===== config.mk =====
export PLATFORM = sky130hd
export DESIGN_NAME = spare_cal_rotator
export DESIGN_NICKNAME = d
export VERILOG_FILES = /design/src/rtl/scr_pkg.sv /design/src/rtl/scr_swap_timer.sv /design/src/rtl/scr_group.sv /design/src/rtl/spare_cal_rotator.sv
export SDC_FILE = /design/constraint.sdc
export NUM_CORES = 1
export LEC_CHECK = 0
export ABC_AREA = 1
export BUFFER_PORTS_ARGS = -buffer_cell sky130_fd_sc_hd__buf_4
export CORE_ASPECT_RATIO = 1.4
export CORE_MARGIN = 1.5
export CORE_UTILIZATION = 55
export DETAILED_ROUTE_END_ITERATION = 10
export HOLD_SLACK_MARGIN = 0.1
export PLACE_DENSITY = 0.79
export SYNTH_ARGS = -nofsm -noshare
export SYNTH_HDL_FRONTEND = slang
export SYNTH_SLANG_ARGS = --single-unit

===== constraint.sdc =====
create_clock -name clk -period 4 [get_ports clk]
set_input_delay 0.8 -clock clk [delete_from_list [all_inputs] [get_ports clk]]
set_output_delay 0.8 -clock clk [all_outputs]
set_load 0.02 [all_outputs]

===== src/rtl/scr_pkg.sv =====
package scr_pkg;
    localparam int IDX_W = 2;
    localparam int DLY_W = 5;
    localparam int SLOTS = 2;

    typedef logic [IDX_W-1:0] core_t;

    typedef enum logic [1:0] {
        ST_IDLE,
        ST_CAL,
        ST_SWAP
    } rot_st_e;

    typedef struct packed {
        core_t off;
        core_t s1;
        core_t s0;
    } asg_t;

    function automatic logic all_distinct(asg_t a);
        return (a.s0 != a.s1) && (a.s0 != a.off) && (a.s1 != a.off);
    endfunction

    function automatic logic [DLY_W-1:0] dmax(logic [DLY_W-1:0] a, logic [DLY_W-1:0] b);
        return (a > b) ? a : b;
    endfunction
endpackage


===== src/rtl/scr_swap_timer.sv =====
module scr_swap_timer
    import scr_pkg::*;
(
    input  logic             clk,
    input  logic             rst,
    input  logic             kick,
    input  logic [DLY_W-1:0] src_dly,
    input  logic [DLY_W-1:0] mux_dly,
    output logic             src_fire,
    output logic             mux_fire,
    output logic             last,
    output logic             active
);
    logic [DLY_W-1:0] cnt, src_q, mux_q, end_q;

    always_ff @(posedge clk) begin
        if (rst) begin
            active <= 1'b0;
            cnt    <= '0;
            src_q  <= '0;
            mux_q  <= '0;
            end_q  <= '0;
        end else if (kick) begin
            active <= 1'b1;
            cnt    <= '0;
            src_q  <= src_dly;
            mux_q  <= mux_dly;
            end_q  <= dmax(src_dly, mux_dly);
        end else if (active) begin
            if (cnt == end_q) active <= 1'b0;
            else              cnt    <= cnt + 1'b1;
        end
    end

    always_comb begin
        src_fire = active && (cnt == src_q);
        mux_fire = active && (cnt == mux_q);
        last     = active && (cnt == end_q);
    end


    kick_idle_chk: assert property (@(posedge clk) disable iff (rst)
        kick |-> !active);
endmodule


===== src/rtl/scr_group.sv =====
module scr_group
    import scr_pkg::*;
(
    input  logic             clk,
    input  logic             rst,
    input  logic             run,
    input  logic             cal_done,
    input  logic [DLY_W-1:0] src_dly,
    input  logic [DLY_W-1:0] mux_dly,
    output logic             cal_start,
    output core_t            cal_core,
    output logic             cal_busy,
    output core_t [1:0]      src_sel,
    output core_t [1:0]      mux_sel,
    output asg_t             asg
);
    rot_st_e st;
    logic    ptr;
    logic    kick, src_fire, mux_fire, last, t_active;

    assign kick = (st == ST_CAL) && cal_done && run;

    scr_swap_timer u_timer (
        .clk      (clk),
        .rst      (rst),
        .kick     (kick),
        .src_dly  (src_dly),
        .mux_dly  (mux_dly),
        .src_fire (src_fire),
        .mux_fire (mux_fire),
        .last     (last),
        .active   (t_active)
    );

    always_ff @(posedge clk) begin
        if (rst) begin
            st        <= ST_IDLE;
            asg       <= '{off: core_t'(2), s1: core_t'(1), s0: core_t'(0)};
            ptr       <= 1'b0;
            src_sel   <= {core_t'(1), core_t'(0)};
            mux_sel   <= {core_t'(1), core_t'(0)};
            cal_start <= 1'b0;
        end else begin
            cal_start <= 1'b0;
            case (st)
                ST_IDLE: if (run) begin
                    st        <= ST_CAL;
                    cal_start <= 1'b1;
                end
                ST_CAL: if (cal_done) st <= run ? ST_SWAP : ST_IDLE;
                ST_SWAP: begin
                    if (src_fire) src_sel[ptr] <= asg.off;
                    if (mux_fire) mux_sel[ptr] <= asg.off;
                    if (last) begin
                        if (ptr == 1'b0) begin
                            asg.s0  <= asg.off;
                            asg.off <= asg.s0;
                        end else begin
                            asg.s1  <= asg.off;
                            asg.off <= asg.s1;
                        end
                        ptr <= ~ptr;
                        if (run) begin
                            st        <= ST_CAL;
                            cal_start <= 1'b1;
                        end else begin
                            st <= ST_IDLE;
                        end
                    end
                end
                default: st <= ST_IDLE;
            endcase
        end
    end

    assign cal_core = asg.off;
    assign cal_busy = (st == ST_CAL);


    distinct_chk: assert property (@(posedge clk) disable iff (rst)
        all_distinct(asg));

    start_gate_chk: assert property (@(posedge clk) disable iff (rst)
        cal_start |-> $past(run));

    one_cal_chk: assert property (@(posedge clk) disable iff (rst)
        cal_start |-> !$past(cal_busy));

    src_hold_chk: assert property (@(posedge clk) disable iff (rst)
        (st != ST_SWAP) |=> $stable(src_sel));

    no_swap_off_chk: assert property (@(posedge clk) disable iff (rst)
        (cal_busy && cal_done && !run) |=> ($stable(asg) && !cal_start));

    swap_timer_chk: assert property (@(posedge clk) disable iff (rst)
        (st == ST_SWAP) |-> t_active);
endmodule


===== src/rtl/spare_cal_rotator.sv =====
module spare_cal_rotator
    import scr_pkg::*;
#(
    parameter int NUM_GROUPS = 2
) (
    input  logic                              clk,
    input  logic                              rst,
    input  logic                              bg_cal_en,
    input  logic                              hw_trig_en,
    input  logic                              sw_trig,
    input  logic [DLY_W-1:0]                  src_dly,
    input  logic [DLY_W-1:0]                  mux_dly,
    input  logic [NUM_GROUPS-1:0]             cal_done,
    output logic [NUM_GROUPS-1:0]             cal_start,
    output logic [NUM_GROUPS*IDX_W-1:0]       cal_core,
    output logic [NUM_GROUPS-1:0]             cal_busy,
    output logic [NUM_GROUPS*SLOTS*IDX_W-1:0] src_sel,
    output logic [NUM_GROUPS*SLOTS*IDX_W-1:0] mux_sel,
    output logic [NUM_GROUPS*SLOTS*IDX_W-1:0] slot_core,
    output logic [NUM_GROUPS*IDX_W-1:0]       spare_core
);
    localparam int GW = SLOTS * IDX_W;

    logic run;
    assign run = bg_cal_en && !hw_trig_en && sw_trig;

    for (genvar g = 0; g < NUM_GROUPS; g++) begin : g_grp
        core_t [1:0] s_src, s_mux;
        asg_t        s_asg;
        core_t       s_core;

        scr_group u_grp (
            .clk       (clk),
            .rst       (rst),
            .run       (run),
            .cal_done  (cal_done[g]),
            .src_dly   (src_dly),
            .mux_dly   (mux_dly),
            .cal_start (cal_start[g]),
            .cal_core  (s_core),
            .cal_busy  (cal_busy[g]),
            .src_sel   (s_src),
            .mux_sel   (s_mux),
            .asg       (s_asg)
        );

        assign cal_core[g*IDX_W +: IDX_W] = s_core;
        assign src_sel[g*GW +: GW]        = s_src;
        assign mux_sel[g*GW +: GW]        = s_mux;
        assign slot_core[g*GW +: GW]      = {s_asg.s1, s_asg.s0};
        assign spare_core[g*IDX_W +: IDX_W] = s_asg.off;
    end
endmodule


---- Word-level counts from Yosys, hierarchy flattened ----
Index checks and enable logic that the tools add are counted.
word-level totals
  flip-flop bits (word level) ............. 78
  bits of input ports ..................... 17
  output and inout bits ................... 36
  logic and storage cells ................. 121
operators by class
  add/subtract/negate cells ............... 2
  magnitude comparators ................... 5
  equality and inequality tests ........... 16
  muxes and demuxes ....................... 31
  bitwise logic cells ..................... 4
  reductions and logical operators ........ 33
operators by type and width
  cell                                                         number
  equality test 5 bit                                          6
  two-way mux 2 bit                                            10
  AND reduction 3 bit                                          6
  bitwise mux 4 bit                                            4
  AND reduction 2 bit                                          8
  logical AND 1 bit                                            14
  case mux 2 bit (3 select lines)                              2
  adder 5 x 1 -> 5 bit (second input constant)                 2
  two-way mux 1 bit                                            10
  inequality test 2 x 1 -> 1 bit (second input constant)       3
  inequality test 2 bit (second input constant)                3
  greater-than comparator 5 bit                                1
  two-way mux 5 bit                                            1
  demux 2 bit (select 1 bit)                                   2
  equality test 2 x 1 -> 1 bit (second input constant)         2
  equality test 2 bit (second input constant)                  2
  logical NOT 2 bit                                            2
  less-than comparator 1 x 2 -> 1 bit (second input constant)  2
  NOT 1 bit                                                    4
  case mux 1 bit (2 select lines)                              2
  OR reduction 2 bit                                           2
  >= comparator 1 bit (second input constant)                  2
  logical NOT 1 bit                                            1

---- Depth between registers and ports, before layout ----
Gate-level depths: netlist of the first run.
  word-level depth ........................ 6
  gate-level depth with buffers ........... 11
  depth with buffers taken out ............ 10

---- By module ----
Synthesis of the first run repeated with hierarchy kept, for this count alone.
unflattened totals
  cell total of the unflattened synthesis .. 570
  area total of the unflattened synthesis .. 4063.9 sq um
modules (own cells, without submodules)
  module             times used  cells each  area each (sq um)  sequential area each (sq um)
  scr_swap_timer     2           167         1189.9             420.4
  scr_group          2           117         837.1              360.3
  spare_cal_rotator  1           2           10.0               0.0

---- Worst setup path after synthesis of the first run ----
OpenSTA, ideal clock, no wires.
  path kind ............................... input-to-reg
  start ................................... input mux_dly[2]
  end ..................................... register g_grp[1].u_grp.u_timer.end_q[4]
  setup time .............................. 0.058 ns
  data arrival time ....................... 1.911 ns
  required time ........................... 3.942 ns
  slack ................................... 2.030 ns
  cell stages on the path ................. 10
  path buffers ............................ 0
  cells stage by stage .................... inv_1 ha_1 nand2_1 nor2_1 nand2_1 o211ai_1 nand2_1 nand2_1 nand3_1 nand2_1
on the way
  longest elaborated chain between the ends .. 2
RTL lines
  what                           RTL line                 RTL
  from (decl)                    spare_cal_rotator.sv:12  input logic [DLY_W-1:0] mux_dly,
  greater-than comparator 5 bit  scr_pkg.sv:25            return (a > b) ? a : b;
  two-way mux 5 bit              scr_pkg.sv:25
  to (signal assigned)           scr_swap_timer.sv:28     end_q <= dmax(src_dly, mux_dly);
  to (decl)                      scr_swap_timer.sv:14     logic [DLY_W-1:0] cnt, src_q, mux_q, end_q;
No other way between the ends.
A chain may end at the register's enable or synchronous reset.

---- Worst setup path in the final report of the first run ----
  start ................................... input sw_trig
  end ..................................... register g_grp[0].u_grp.u_timer.mux_q[1]
on the way
  longest elaborated chain between the ends .. 2
RTL lines
  what                  RTL line                 RTL
  from (decl)           spare_cal_rotator.sv:10  input logic sw_trig,
  logical AND 1 bit     spare_cal_rotator.sv:25  assign run = bg_cal_en && !hw_trig_en && sw_trig;
  logical AND 1 bit     scr_group.sv:21          assign kick = (st == ST_CAL) && cal_done && run;
  to (signal assigned)  scr_swap_timer.sv:27     mux_q <= mux_dly;
  to (decl)             scr_swap_timer.sv:14
No other way between the ends.

==> impl_metrics.toml, run 1 <==
[grt]
grt_max_degree = 31
first_global_vias = 3341
grt_pass1_wl_um = 15000
antenna_found_initial = 0
track_usage_pct = 24.7
grt-ovfl-total = 0

[power]
p_leak_nw = 2.18
ir_drop_mv = 0.193
powerDensity_mw_per_mm2 = 323
power_mw = 1.47

[synthesis]
ys_seq_area_share_pct = 39.3
synth-edff-count = 0
avgSynthCellArea_um2 = 6.93
netlist_instances = 573
synth_cell_types = 30
syn_area_mm2 = 0.00397
ys_ff_latch = 78
async_reset_ff_share_pct = 0
ys_warn_count = 0
synth_nets = 597
synth_ff_type = "dfxtp_1"

[die]
die_x_um = 74.8
placement_rows = 36
start_util_pct = 56.9
fp.dieH_um = 104
core_area_mm2 = 0.00698
dieArea_mm2 = 0.00775
ios = 53

[drt]
wirelength_um = 9090
dr.pass1.iters = 5
routedWlPerCell_um = 12.7
vias_per_cell = 5.23
drc = 0
ant_nets = 0
first_iter_violations = 228
dr_total_vias = 3731

[final_layout]
antennaDiodeCount = 0
synthToLayoutAreaGrowth_pct = 14.8
final_cell_mix = "nand2_1 (169), dfxtp_1 (78), inv_1 (76)"
final_area_mm2 = 0.00456
layoutNonFillerInstCount = 714
nets = 639
layout_commonest_cell = "nand2_1"
post-route-util_pct = 65.3
n_fill_cell = 634
drive_gt1_share_pct = 16.6

[status]
status = "finished clean"

[timing]
max_slew_margin_pct = 66.4
slew_viol_final = 0
fmax_ghz = 0.506
fin_tns_setup_ps = 0
post-route-min-period_ps = 1980
hold_violations = 0
rsz0062_at_grt = "no"
timing.final.crit_share_pct = 49.4
worst_slack_ps = 2030
setup_viol = 0
tightest_slew_ps = 503
worst_hold_slack_ps = 433
clock_skew_ps = 7.83

[placed_design]
place_ws_ps = 1660
port_buffers = 52
hpwl_um = 6810
gp_congestion = 0.876
dp_cells = 699
placed_area_mm2 = 0.00435

[worst_setup_path]
critPathArrivalTime_ps = 2210
cp.required_ps = 4240
end_kind = "flip-flop"
worstSetupPathType = "input pin to flip-flop"
startpoint_type = "input pin"
cp_max_fo = 14

[clocking]
post-cts-setup-buffers = 0
cts.sink_count = 78
numCtsBuffers = 9
clkLatencyLatePin_ps = 350
clk_pin_slew_ps = 80
root_buffer = "clkbuf_8"
cts_resized = 0
cts_max_path_buffers = 2
cts_hold_buf = 0
cts_tree = "done"
htree_num_levels = 3

[flow_run]
drv_cap = 0

[worst_hold_path]
worst_hold_path_type = "flip-flop to flip-flop"
layout make-up:
type | count | area, um^2 | area share [%]
repair buffers | 53 | 398 | 8.72
multi-input cells | 388 | 1960 | 42.9
clock inverters | 3 | 42.5 | 0.933
inverters | 85 | 319 | 7.00
clock buffers | 12 | 165 | 3.62
well taps | 95 | 119 | 2.61
flip-flops and latches | 78 | 1560 | 34.2
per-layer routing:
layer / part of all wire (%) / vias to the layer above / GRT usage (%)
li1: - / 1880 / -
met1: 41 / 1705 / 30.4
met4: 3.1 / 0 / 11.3
met2: 51 / 123 / 40.3
met3: 5.2 / 23 / 4.96
met5: 0 / - / 0
report_power, final:
group	switching, mW	internal [mW]
sequential	0.00181	0.778
combinational	0.0488	0.0261
clock	0.283	0.335
total	0.333	1.14
logic make-up after synthesis:
family	Yosys count	share of synthesized area [%]
adder cells (fa/ha/maj)	7	2.20
buffers and inverters	107	11.5
XOR/XNOR	16	3.91
flip-flops	78	39.3
AO/OA/AOI/OAI	55	7.62
AND/OR/NAND/NOR	310	35.5
synth_stat cells, types with 7 or more instances:
master     n  area (um^2)
nand3_1   53          265
o21ai_0    8         40.0
dfxtp_1   78         1560
buf_2      7         35.0
o22ai_1   15         93.8
inv_1     76          285
a21oi_1   26          130
buf_4     10         75.1
ha_1       7         87.6
xor2_1    12          105
nand2_1  169          634
nor2_1    52          195
nand4_1   10         62.6
critical path, stage by stage:
cell	delay, ps
buf_4	80
nand2_1	40
nor2_1	180
nand3_1	240
nand2_1	460
inv_1	230
nand2_1	100
o21ai_0	80
registers in the layout, indices dropped and copies added (netlist names):
| signal | flops |
|---|---|
| g_grp.u_grp.mux_sel | 8 |
| g_grp.u_grp.cal_start | 2 |
| g_grp.u_grp.src_sel | 8 |
| g_grp.u_grp.u_timer.src_q | 10 |
| g_grp.u_grp.u_timer.cnt | 10 |
| g_grp.u_grp.u_timer.mux_q | 10 |
| g_grp.u_grp.asg | 8 |
| g_grp.u_grp.u_timer.end_q | 10 |
| g_grp.u_grp.u_timer.active | 2 |
| g_grp.u_grp.ptr | 2 |
| g_grp.u_grp.st | 4 |
| g_grp.u_grp.cal_core | 4 |
final timing paths:
path                        start                              end  slack [ps]  cells past startpoint
max reg2reg  g_grp[0].u_grp.st[1]  g_grp[0].u_grp.u_timer.mux_q[1]        2220                      8
min          g_grp[1].u_grp.st[1]         g_grp[1].u_grp.cal_start         430                      1
min reg2reg  g_grp[1].u_grp.st[1]         g_grp[1].u_grp.cal_start         430                      1
max                       sw_trig  g_grp[0].u_grp.u_timer.mux_q[1]        2030                      8
Note: power is estimated with default switching activity, not from simulation.
==> inputs of run 2 (changes only) <==
--- a/config.mk
+++ b/config.mk
@@ -9,10 +9,10 @@
 export BUFFER_PORTS_ARGS = -buffer_cell sky130_fd_sc_hd__buf_4
 export CORE_ASPECT_RATIO = 1.4
 export CORE_MARGIN = 1.5
-export CORE_UTILIZATION = 55
+export CORE_UTILIZATION = 52
 export DETAILED_ROUTE_END_ITERATION = 10
 export HOLD_SLACK_MARGIN = 0.1
-export PLACE_DENSITY = 0.79
+export PLACE_DENSITY = 0.78
 export SYNTH_ARGS = -nofsm -noshare
 export SYNTH_HDL_FRONTEND = slang
 export SYNTH_SLANG_ARGS = --single-unit
==> constraint.sdc (replaced) <==
create_clock -name clk -period 1.7 [get_ports clk]
set_input_delay 0.34 -clock clk [delete_from_list [all_inputs] [get_ports clk]]
set_output_delay 0.34 -clock clk [all_outputs]
set_load 0.02 [all_outputs]
==> impl_metrics.toml, run 2 (synthesis results as in run 1) <==
[die]
core_area_mm2 = 0.00736
placement_rows = 37
ios = 53
fp.dieH_um = 106
start_util_pct = 54.0
dieArea_mm2 = 0.00818
die_x_um = 76.9

[grt]
antenna_found_initial = 0
track_usage_pct = 21.6
grt_max_degree = 16
grt-ovfl-total = 0
first_global_vias = 3336
grt_pass1_wl_um = 14200

[clocking]
cts_max_path_buffers = 2
cts.sink_count = 78
clkLatencyLatePin_ps = 350
cts_tree = "done"
htree_num_levels = 3
clk_pin_slew_ps = 80
post-cts-setup-buffers = 0
cts_hold_buf = 0
root_buffer = "clkbuf_8"
cts_resized = 0
numCtsBuffers = 9

[worst_setup_path]
startpoint_type = "flip-flop"
cp.required_ps = 1940
critical-path-top-delay-family = "simple AND/OR/NAND/NOR gates"
reg2reg_depth = 9
reg2reg_to = "g_grp[0].u_grp.asg[1]"
rr_startpoint = "g_grp[0].u_grp.u_timer.cnt[0]"
crit_chain = "inv_2 > nand2_2 > nand2_2 > nor2_4 > nand3_4 > nor2_4 > nand3_1 > nand2_1 > nor2_1"
end_kind = "flip-flop"
worstSetupPathType = "flip-flop to flip-flop"
max_stage_delay_ps = 460
critPathArrivalTime_ps = 1720
rrSetupSlack_ps = 220
crit_path_top_delay_cell = "dfxtp_1"
cp_num_buf_inv = 1
cp_max_fo = 9

[drt]
dr.max_layer_used = "met4"
wl_met1_um = 3610
ant_nets = 0
dr.pass1.iters = 5
dr_total_vias = 3642
met3_length_um = 435
vias_per_cell = 5.00
routedWlPerCell_um = 11.7
first_iter_violations = 110
wirelength_um = 8540
dr_wl_met2_um = 4350
drc = 0

[power]
p_leak_nw = 2.22
ir_drop_mv = 0.437
powerDensity_mw_per_mm2 = 689

[final_layout]
final_area_mm2 = 0.00461
layout_commonest_cell = "nand2_1"
synthToLayoutAreaGrowth_pct = 16.0
drive_gt1_share_pct = 18.2
n_fill_cell = 684
nets = 652
antennaDiodeCount = 0
final_cell_mix = "nand2_1 (169), dfxtp_1 (78), inv_1 (76)"
regArea_mm2 = 0.00156
multi_input_area_mm2 = 0.00196

[timing]
post-route-min-period_ps = 1480
fin_tns_setup_ps = 0
max_slew_margin_pct = 70.4
hold_violations = 0
rsz0062_at_grt = "no"
slew_viol_final = 0
setup_viol = 0
fmax_ghz = 0.678
tightest_slew_ps = 443
timing.final.crit_share_pct = 86.8
clock_skew_ps = 8.90
worst_hold_slack_ps = 263

[flow_run]
drv_cap = 0

[worst_hold_path]
min_from = "rst"
worstHoldEndpoint = "g_grp[0].u_grp.u_timer.active"
hold_depth = 2
worst_hold_path_type = "input pin to flip-flop"

[placed_design]
port_buffers = 52
gp_congestion = 0.919
hpwl_um = 6540
placed_area_mm2 = 0.00445

[status]
status = "finished clean"
==> run 2: cell types whose count changed in the layout (fill, tap and decap cells not counted) <==
cell | previous run | this run
buf_4 | 53 | 66
clkbuf_8 | 12 | 9
clkinv_2 | 1 | 4
bufinv_16 | 1 | 0
clkbuf_1 | 0 | 1
==> run 2: cell type report <==
class,count,share of cell area [%]
clock inverters,5,0.597
repair buffers,66,10.8
well taps,97,2.63
multi-input cells,388,42.4
inverters,85,6.92
clock buffers,10,2.77
flip-flops and latches,78,33.9
==> run 2: report_power, final <==
| part | switching, mW | internal (mW) | total, mW |
|---|---|---|---|
| clock | 0.637 | 0.511 | 1.15 |
| combinational | 0.117 | 0.0743 | 0.191 |
| sequential | 0.00380 | 1.83 | 1.84 |
==> run 2: how the worst max path moves through the flow <==
stage	from	endpoint	cells past startpoint	slack, ps
2_1_floorplan	mux_dly[2]	g_grp[1].u_grp.u_timer.end_q[4]	10	190
3_3_place_gp	src_dly[4]	g_grp[1].u_grp.u_timer.end_q[2]	8	20
4_1_cts	g_grp[0].u_grp.u_timer.cnt[3]	g_grp[0].u_grp.asg[1]	9	220
5_1_grt	g_grp[0].u_grp.u_timer.cnt[0]	g_grp[0].u_grp.src_sel[0]	10	70
6_report	g_grp[0].u_grp.u_timer.cnt[0]	g_grp[0].u_grp.asg[1]	9	220
3_5_place_dp	src_dly[2]	g_grp[1].u_grp.u_timer.end_q[3]	10	-60
==> run 2: layer usage <==
layer  up-vias  global-route usage, %
li1       1907                      -
met1      1640                   24.2
met2        81                   38.7
met3        14                   5.41
met4         0                   8.60
met5         -                      0
==> run 2: stage by stage <==
stage | total power, mW | setup WS [ps] | util, % | instances
2_1_floorplan | 1.99 | 190 | - | 573
3_3_place_gp | 2.06 | 20.7 | 60.5 | 714
3_5_place_dp | 2.07 | -62.4 | 60.5 | 714
4_1_cts | 3.21 | 220 | 62.6 | 729
5_1_grt | 3.30 | 72.4 | 62.6 | 729
6_report | 3.17 | 225 | 62.6 | 729
==> inputs of run 3 (changes only) <==
==> constraint.sdc (replaced) <==
create_clock -name clk -period 1.7 [get_ports clk]
set_input_delay 0.425 -clock clk [delete_from_list [all_inputs] [get_ports clk]]
set_output_delay 0.425 -clock clk [all_outputs]
set_load 0.01 [all_outputs]
==> impl_metrics.toml, run 3 (synthesis results as in run 1) <==
[worst_setup_path]
critPathArrivalTime_ps = 1100
end_kind = "primary output"
worstSetupPathType = "flip-flop to primary output"
cp_max_fo = 3
reg2reg_depth = 10
critPathLaunch = "g_grp[0].u_grp.st[1]"
cp.required_ps = 1270
startpoint_type = "flip-flop"
rr_startpoint = "g_grp[0].u_grp.u_timer.cnt[0]"

[timing]
fin_tns_setup_ps = 0
clock_skew_ps = 8.35
fmax_ghz = 0.655
worst_hold_slack_ps = 343
slew_viol_final = 0
tightest_slew_ps = 472
max_slew_margin_pct = 68.4
post-route-min-period_ps = 1530
hold_violations = 0
setup_viol = 0
rsz0062_at_grt = "no"
timing.final.crit_share_pct = 89.8

[grt]
antenna_found_initial = 0
grt-ovfl-total = 0
track_usage_pct = 22.7
grt_pass1_wl_um = 14800
first_global_vias = 3497
grt_max_degree = 16

[die]
fp.dieH_um = 106
die_x_um = 76.9
placement_rows = 37
dieArea_mm2 = 0.00818
ios = 53
core_area_mm2 = 0.00736
start_util_pct = 54.0

[power]
pwr-share-clk_pct = 42.4
p_seq_share_pct = 52.1
ir_drop_mv = 0.427
p_leak_nw = 2.26
powerDensity_mw_per_mm2 = 751
power_mw = 3.52
p_comb_share_pct = 5.5
p_switching_mw = 0.782
p_int_mw = 2.74
swShare_pct = 22.2

[placed_design]
placed_area_mm2 = 0.00447
hpwl_um = 6660
port_buffers = 52
gp_congestion = 0.914

[final_layout]
regArea_mm2 = 0.00156
drive_gt1_share_pct = 18.9
final_cell_mix = "nand2_1 (168), dfxtp_1 (78), inv_1 (76)"
n_fill_cell = 668
final_area_mm2 = 0.00469
layout_commonest_cell = "nand2_1"
synthToLayoutAreaGrowth_pct = 18.0
nets = 654
post-route-util_pct = 63.7
multi_input_area_mm2 = 0.00196
antennaDiodeCount = 0

[clocking]
cts_resized = 0
root_buffer = "clkbuf_8"
clkLatencyLatePin_ps = 360
cts_max_path_buffers = 2
cts.sink_count = 78
numCtsBuffers = 9
cts_hold_buf = 0
cts_tree = "done"
htree_num_levels = 3
clk_pin_slew_ps = 80
post-cts-setup-buffers = 0

[drt]
dr.pass1.iters = 4
drc = 0
ant_nets = 0
vias_per_cell = 5.04
first_iter_violations = 188
routedWlPerCell_um = 12.1
wirelength_um = 8840
dr_total_vias = 3690

[status]
status = "finished clean"

[worst_hold_path]
worst_hold_path_type = "input pin to flip-flop"
min_from = "rst"
hold_depth = 2

[flow_run]
drv_cap = 0
==> run 3: layer usage <==
metal	GRT usage (%)	wire length [um]
met5	0	0
met3	3.52	403
met1	24.8	3680
met4	13.1	231
met2	41.0	4520
==> run 3: stage by stage <==
| step | instances | setup slack, ps |
|---|---|---|
| detailed placement | 716 | -145 |
| finish | 732 | 174 |
| global placement | 716 | -60.1 |
| global route | 732 | 39.4 |
| CTS | 732 | 173 |
| floorplan | 573 | 105 |
==> run 3: power groups by stage <==
stage / registers (mW) / clock network, mW / logic [mW]
floorplan: 1.88 / 0 / 0.110
global placement: 1.88 / 0 / 0.184
detailed placement: 1.88 / 0 / 0.191
CTS: 1.83 / 1.52 / 0.191
global route: 1.84 / 1.60 / 0.214
finish: 1.84 / 1.50 / 0.192
==> run 3: final cells by class <==
cell class	count	share of cell area, %
clock inverters	3	0.854
inverters	85	6.80
flip-flops and latches	78	33.3
multi-input cells	388	41.8
clock buffers	13	3.82
well taps	97	2.59
repair buffers	68	10.9
==> run 3: path summary, 6_finish.rpt <==
path,to,slack [ps]
setup / recovery,cal_busy[0],170
hold / removal,g_grp[1].u_grp.st[1],340
setup reg to reg,g_grp[0].u_grp.src_sel[0],190
hold reg to reg,g_grp[1].u_grp.cal_start,430
==> run 3: critical path: stages, from the launching register on <==
cell and delay (ps):
dfxtp_1 310, inv_1 130, nand2_1 100, inv_1 90, buf_4 120
